$ cat config.mk
export PLATFORM = sky130hd
export DESIGN_NAME = dram_act_limiter
export DESIGN_NICKNAME = d
export VERILOG_FILES = /design/src/rtl/dar_pkg.sv /design/src/rtl/dar_decode.sv /design/src/rtl/dar_gap_timer.sv /design/src/rtl/dar_act_history.sv /design/src/rtl/dram_act_limiter.sv
export SDC_FILE = /design/constraint.sdc
export NUM_CORES = 1
export LEC_CHECK = 0
export ABC_AREA = 1
export CORE_MARGIN = 3
export CORE_UTILIZATION = 45
export DETAILED_ROUTE_END_ITERATION = 7
export PLACE_DENSITY = 0.72
export SYNTH_ARGS = -nofsm -noshare
export SYNTH_HDL_FRONTEND = slang
export SYNTH_SLANG_ARGS = --single-unit
export TNS_END_PERCENT = 1
$ cat constraint.sdc
create_clock -name clk -period 2.5 [get_ports clk]
set_input_delay 0.75 -clock clk [delete_from_list [all_inputs] [get_ports clk]]
set_output_delay 0.75 -clock clk [all_outputs]
set_load 0.01 [all_outputs]
$ cat src/rtl/dar_pkg.sv
package dar_pkg;

    localparam int SPACE_W = 2;
    localparam int WIN_W   = 4;
    localparam int MODE_W  = 2;
    localparam int CFG_W   = SPACE_W + WIN_W + MODE_W;

    localparam logic [WIN_W-1:0]  WIN_CODE_MIN  = WIN_W'(2);
    localparam logic [WIN_W-1:0]  WIN_CODE_MAX  = WIN_W'(12);
    localparam logic [MODE_W-1:0] MODE_CODE_MAX = MODE_W'(2);

    // Field order matches cfg_word bit positions: mode [7:6], win [5:2], space [1:0]
    typedef struct packed {
        logic [MODE_W-1:0]  mode;
        logic [WIN_W-1:0]   win;
        logic [SPACE_W-1:0] space;
    } cfg_t;

    typedef enum logic [1:0] {
        ST_OPEN  = 2'd0,
        ST_HELD  = 2'd1,
        ST_FAULT = 2'd2
    } lim_state_e;

    function automatic logic cfg_reserved(input cfg_t c);
        return (c.win < WIN_CODE_MIN) || (c.win > WIN_CODE_MAX) ||
               (c.mode > MODE_CODE_MAX);
    endfunction

endpackage

$ cat src/rtl/dar_decode.sv
module dar_decode
    import dar_pkg::*;
#(
    parameter int AGE_W = 6
) (
    input  cfg_t              cfg,
    output logic [AGE_W-1:0]  gap_clks,
    output logic [AGE_W-1:0]  win_clks,
    output logic [MODE_W-1:0] hold_clks
);

    localparam int GAP_BASE = 4;
    localparam int WIN_BASE = 10;

    always_comb begin
        gap_clks  = AGE_W'(cfg.space) + AGE_W'(GAP_BASE);
        win_clks  = AGE_W'({cfg.win, 1'b0}) + AGE_W'(WIN_BASE);
        hold_clks = cfg.mode + MODE_W'(1);
    end

endmodule

$ cat src/rtl/dar_gap_timer.sv
module dar_gap_timer #(
    parameter int AGE_W = 6
) (
    input  logic             clk,
    input  logic             rst_n,
    input  logic             fire,
    input  logic [AGE_W-1:0] limit,
    output logic             ok
);

    localparam logic [AGE_W-1:0] AGE_SAT = '1;

    logic [AGE_W-1:0] since_q;

    always_ff @(posedge clk) begin
        if (!rst_n) begin
            since_q <= AGE_SAT;
        end else if (fire) begin
            since_q <= AGE_W'(1);
        end else if (since_q != AGE_SAT) begin
            since_q <= since_q + AGE_W'(1);
        end
    end

    assign ok = (since_q >= limit);

endmodule

$ cat src/rtl/dar_act_history.sv
module dar_act_history #(
    parameter int NUM_ACT = 4,
    parameter int AGE_W   = 6
) (
    input  logic             clk,
    input  logic             rst_n,
    input  logic             fire,
    input  logic [AGE_W-1:0] limit,
    output logic             ok
);

    localparam logic [AGE_W-1:0] AGE_SAT = '1;

    logic [AGE_W-1:0] age_q [NUM_ACT];

    function automatic logic [AGE_W-1:0] sat_inc(input logic [AGE_W-1:0] a);
        return (a == AGE_SAT) ? a : a + AGE_W'(1);
    endfunction

    // Slot 0 holds the newest activate, slot NUM_ACT-1 the oldest of the set
    always_ff @(posedge clk) begin
        if (!rst_n) begin
            for (int i = 0; i < NUM_ACT; i++) age_q[i] <= AGE_SAT;
        end else if (fire) begin
            age_q[0] <= AGE_W'(1);
            for (int i = 1; i < NUM_ACT; i++) age_q[i] <= sat_inc(age_q[i-1]);
        end else begin
            for (int i = 0; i < NUM_ACT; i++) age_q[i] <= sat_inc(age_q[i]);
        end
    end

    assign ok = (age_q[NUM_ACT-1] >= limit);

endmodule

$ cat src/rtl/dram_act_limiter.sv
module dram_act_limiter
    import dar_pkg::*;
#(
    parameter int NUM_ACT = 4,
    parameter int AGE_W   = 6
) (
    input  logic             clk,
    input  logic             rst_n,
    input  logic [CFG_W-1:0] cfg_word,
    input  logic             act_req,
    input  logic             bus_cmd_start,
    output logic             act_grant,
    output logic             cfg_err
);

    cfg_t              cfg_in;
    cfg_t              cfg_q;
    logic              cfg_load;
    logic              in_bad;
    lim_state_e        state_q, state_d;
    logic [MODE_W-1:0] rem_q, rem_d;
    logic [AGE_W-1:0]  gap_clks, win_clks;
    logic [MODE_W-1:0] hold_clks;
    logic              gap_ok, win_ok, bus_start, long_cmd;

    assign cfg_in    = cfg_t'(cfg_word);
    assign cfg_load  = !act_req;
    assign in_bad    = cfg_reserved(cfg_in);
    assign bus_start = bus_cmd_start | act_grant;
    assign long_cmd  = (hold_clks > MODE_W'(1));

    dar_decode #(.AGE_W(AGE_W)) u_decode (
        .cfg       (cfg_q),
        .gap_clks  (gap_clks),
        .win_clks  (win_clks),
        .hold_clks (hold_clks)
    );

    dar_gap_timer #(.AGE_W(AGE_W)) u_gap (
        .clk   (clk),
        .rst_n (rst_n),
        .fire  (act_grant),
        .limit (gap_clks),
        .ok    (gap_ok)
    );

    dar_act_history #(.NUM_ACT(NUM_ACT), .AGE_W(AGE_W)) u_hist (
        .clk   (clk),
        .rst_n (rst_n),
        .fire  (act_grant),
        .limit (win_clks),
        .ok    (win_ok)
    );

    // Configuration register: sampled only while no activate is pending
    always_ff @(posedge clk) begin
        if (!rst_n || cfg_load) begin
            cfg_q <= cfg_in;
        end
    end

    // State register
    always_ff @(posedge clk) begin
        if (!rst_n) begin
            state_q <= in_bad ? ST_FAULT : ST_OPEN;
            rem_q   <= '0;
        end else begin
            state_q <= state_d;
            rem_q   <= rem_d;
        end
    end

    // Next-state logic
    always_comb begin
        state_d = state_q;
        rem_d   = rem_q;
        unique case (state_q)
            ST_FAULT: begin
                if (cfg_load && !in_bad) state_d = ST_OPEN;
            end
            ST_OPEN: begin
                if (cfg_load && in_bad) begin
                    state_d = ST_FAULT;
                end else if (bus_start && long_cmd) begin
                    state_d = ST_HELD;
                    rem_d   = hold_clks - MODE_W'(1);
                end
            end
            ST_HELD: begin
                if (cfg_load && in_bad) begin
                    state_d = ST_FAULT;
                end else if (bus_start) begin
                    state_d = long_cmd ? ST_HELD : ST_OPEN;
                    rem_d   = hold_clks - MODE_W'(1);
                end else if (rem_q == MODE_W'(1)) begin
                    state_d = ST_OPEN;
                end else begin
                    rem_d = rem_q - MODE_W'(1);
                end
            end
            default: state_d = ST_FAULT;
        endcase
    end

    // Outputs
    always_comb begin
        act_grant = act_req && !bus_cmd_start && (state_q == ST_OPEN) &&
                    gap_ok && win_ok;
        cfg_err   = (state_q == ST_FAULT);
    end

endmodule

==> results.sh <==
export IMPL_total_leakage_power_nw=1.41
export IMPL_max_clock_freq_mhz=374
export IMPL_finish_net_count=381
export IMPL_flop_and_latch_count_out_of_synthesis=42
export IMPL_detailed_route_iter0_violations=146
export IMPL_compound_gate_portion_of_the_synthesized_area_pct=13.0
export IMPL_cp_max_fo=3
export IMPL_ys_dominant_reg_cell="sky130_fd_sc_hd__edfxtp_1"
export IMPL_synthAdderAreaFrac_pct=6.82
export IMPL_design_core_area_um2=5300
export IMPL_final_antenna_violating_net_count=0
export IMPL_placement_cell_area_um2=2940
export IMPL_areaGrowthSynthToFinish_pct=20.7
export IMPL_clock_skew_final_ns=0.00747
export IMPL_timing_critical_path_required_ns=1.75
export IMPL_synth_mux_area_fraction_pct=0.780
export IMPL_clk_latency_ns=0.30
export IMPL_grt_antenna_before_repair=0
export IMPL_htreeDepth=2
export IMPL_hpwlAfterDp_mm=3.89
export IMPL_routed_wire_length_per_instance_um=11.7
export IMPL_cts_buf_count=5
export IMPL_track_usage_pct=16.9
export IMPL_place_gp_congestion=0.841
export IMPL_yosys_cell_types_count=34
export IMPL_synth_cell_area_um2=2570
export IMPL_post_synth_main_area_contributors="sky130_fd_sc_hd__edfxtp_1 (40%), sky130_fd_sc_hd__nand2_1 (8.9%), sky130_fd_sc_hd__inv_1 (7.3%)"
export IMPL_antenna_cells_inserted=0
export IMPL_clkTransAtPathRegs_ns=0.08
export IMPL_clockBufferDepth=2
export IMPL_power_density_nw_per_um2=867
export IMPL_routed_wl_mm=4.98
export IMPL_synthDominantCellAreaShare_pct=39.8
export IMPL_grt_overflow_total=0
export IMPL_syn_area_per_cell_um2=8.34
export IMPL_drc_errors_left=0
export IMPL_timing_worst_setup_path_type="reg2out"
export IMPL_route_detailed_vias_per_inst=4.88
export IMPL_tritoncts="built"
export IMPL_timing_max_transition_violations_final=0
export IMPL_synth_largest_area_cell="sky130_fd_sc_hd__edfxtp_1"
export IMPL_violations="negative setup slack"
export IMPL_synthesis_yosys_warnings=0
export IMPL_final_cell_area_um2=3100
export IMPL_floorplan_die_area_um2=6650
export IMPL_timing_final_setup_violations=1
export IMPL_worst_slack_ns=-0.172
export IMPL_io_pins=14
export IMPL_ir_drop_mv=0.473
export IMPL_simple_gate_portion_of_the_synthesized_area_pct=21.1
export IMPL_layout_worst_path_cycle_share_pct=107
export IMPL_async_flop_share_pct=0
export IMPL_synthesis_instances=308
export IMPL_min_path_type="reg2reg"
export IMPL_cts_hold_buf=0
export IMPL_post_cts_setup_buffer_count=0
export IMPL_cts_sinks=42
export IMPL_floorplan_die_height_um=81.5
export IMPL_worst_ep_arrival_time_ns=1.92
export IMPL_final_period_minus_worst_setup_slack_ns=2.67
export IMPL_port_buffers=13
export IMPL_worstSetupStartpointType="register"
export IMPL_maxCapViolCount=0
export IMPL_setup_repair_after_global_routing_missed_its_margin="true"
export IMPL_setup_tns_final_ns=-0.172
export IMPL_synth_enable_flop_cells=34
export IMPL_total_power_mw=2.69
export IMPL_grt_pass1_wl_mm=8.49
export IMPL_via_count_of_the_first_global_routing_pass=1947
export IMPL_num_rows=26
export IMPL_initial_core_util_pct=48.4
export IMPL_hold_viol_final=0
export IMPL_synth_xor_xnor_area_share_pct=3.41
export IMPL_run_status="complete, but fails checks"
export IMPL_synth_top_family_by_area="simple AND/OR/NAND/NOR gates"
export IMPL_clk_root_buffer_cell="sky130_fd_sc_hd__clkbuf_8"
export IMPL_die_w_um=81.5
export IMPL_vias=2080
export IMPL_share_of_the_core_filled_with_cells_pct=58.4
export IMPL_detail_route_first_pass_iterations=4
export IMPL_drive_above_1_share_pct=12.9
export IMPL_maximum_number_of_pins_on_one_net_before_global_route_repair=15
export IMPL_crit_path_end_kind="primary output"
export IMPL_ys_seq_area_share_pct=46.0
[sequential cells by signal, indices dropped and copies added (netlist names)]
| register | flops |
|---|---|
| u_hist.age_q | 24 |
| u_gap.since_q | 6 |
| state_q | 2 |
| cfg_q | 8 |
| rem_q | 2 |
[layer usage]
metal / vias up / global-route usage, % / part of all wire [%]
met2: 42 / 27.3 / 47
met1: 931 / 22.3 / 47
li1: 1098 / - / -
met4: 0 / 6.76 / 1.8
met5: - / 0 / 0
met3: 9 / 3.29 / 4.0
[layout by cell type (no fill, tap or decap), types with 3 or more instances in the layout]
cell and instances:
sky130_fd_sc_hd__o31ai_1 3, sky130_fd_sc_hd__o21ai_0 24, sky130_fd_sc_hd__nand2_2 5, sky130_fd_sc_hd__o21ai_1 10, sky130_fd_sc_hd__nand3_1 10, sky130_fd_sc_hd__conb_1 18
sky130_fd_sc_hd__nor2_1 29, sky130_fd_sc_hd__inv_1 48, sky130_fd_sc_hd__clkbuf_8 5, sky130_fd_sc_hd__nand3_2 3, sky130_fd_sc_hd__a21oi_1 14, sky130_fd_sc_hd__nand2_1 61
sky130_fd_sc_hd__xor2_1 9, sky130_fd_sc_hd__ha_1 13, sky130_fd_sc_hd__clkdlybuf4s50_1 12, sky130_fd_sc_hd__nor3_1 4, sky130_fd_sc_hd__edfxtp_1 34, sky130_fd_sc_hd__buf_4 12
sky130_fd_sc_hd__nor2_2 3, sky130_fd_sc_hd__dfxtp_1 8, sky130_fd_sc_hd__inv_2 7
[cells by family after synthesis]
kind of cell	count (synthesis)
and+or+nand+nor	120
AOI/OAI and AO/OA	61
buffers and inverters	58
DFF	42
adders and majority gates	14
xor gates and xnor gates	10
muxes	2
other	1
[power by group]
group	leakage (nW)	internal, mW	switching, mW
clock	0.0683	0.400	0.248
combinational	0.961	0.399	0.578
sequential	0.380	0.942	0.120
[metrics by stage]
stage	setup slack [ns]	cells	hold slack [ns]
2_1_floorplan	0.164	325	0.498
3_3_place_gp	-0.450	418	0.515
3_5_place_dp	-0.452	418	0.523
4_1_cts	-0.185	426	0.535
5_1_grt	-0.341	426	0.565
6_report	-0.172	426	0.532
[repair_timing]
| action | CTS | global route |
|---|---|---|
| endpoints found under the setup margin | 1 | 24 |
| gates resized for setup | 10 | 5 |
| pin swaps | 3 | 0 |
[critical path: stages (launching register included)]
cell	delay (ns)
sky130_fd_sc_hd__edfxtp_1	0.47
sky130_fd_sc_hd__ha_4	0.20
sky130_fd_sc_hd__xor2_1	0.14
sky130_fd_sc_hd__ha_1	0.29
sky130_fd_sc_hd__nand2_1	0.06
sky130_fd_sc_hd__nor2_1	0.08
sky130_fd_sc_hd__nand2_1	0.07
sky130_fd_sc_hd__nand3_2	0.09
sky130_fd_sc_hd__nand3_4	0.08
sky130_fd_sc_hd__inv_2	0.07
sky130_fd_sc_hd__buf_6	0.09
[path summary, 6_finish.rpt]
path,cells past startpoint,endpoint,startpoint,slack [ns]
max reg2reg,12,u_hist.age_q[0][0]$_SDFFCE_PN1P_,cfg_q[2]$_DFFE_PP_,0.07
max,10,act_grant,cfg_q[2]$_DFFE_PP_,-0.17
min reg2reg,4,rem_q[1]$_SDFFE_PN0P_,rem_q[1]$_SDFFE_PN0P_,0.53
min,4,rem_q[1]$_SDFFE_PN0P_,rem_q[1]$_SDFFE_PN0P_,0.53
[final cells by class]
| class | instances | area, µm² |
|---|---|---|
| Clock buffer | 5 | 68.8 |
| Clock inverter | 3 | 68.8 |
| Fill cell | 468 | 2200 |
| Inverter | 55 | 206 |
| Multi-Input combinational cell | 225 | 1240 |
| Sequential cell | 42 | 1180 |
| Tap cell | 70 | 87.6 |
| Timing Repair Buffer | 26 | 241 |
[synthesized netlist by cell type (3+ instances only)]
cell type / number
sky130_fd_sc_hd__xor2_1: 9
sky130_fd_sc_hd__a21oi_1: 15
sky130_fd_sc_hd__inv_2: 5
sky130_fd_sc_hd__o21ai_1: 6
sky130_fd_sc_hd__nor2_2: 3
sky130_fd_sc_hd__nand2_2: 5
sky130_fd_sc_hd__nor2_1: 29
sky130_fd_sc_hd__ha_1: 14
sky130_fd_sc_hd__dfxtp_1: 8
sky130_fd_sc_hd__nand2_1: 61
sky130_fd_sc_hd__nor3_1: 4
sky130_fd_sc_hd__nand3_1: 11
sky130_fd_sc_hd__inv_1: 50
sky130_fd_sc_hd__o21ai_0: 28
sky130_fd_sc_hd__o31ai_1: 3
sky130_fd_sc_hd__edfxtp_1: 34
Note: power is estimated with default switching activity, not from simulation.
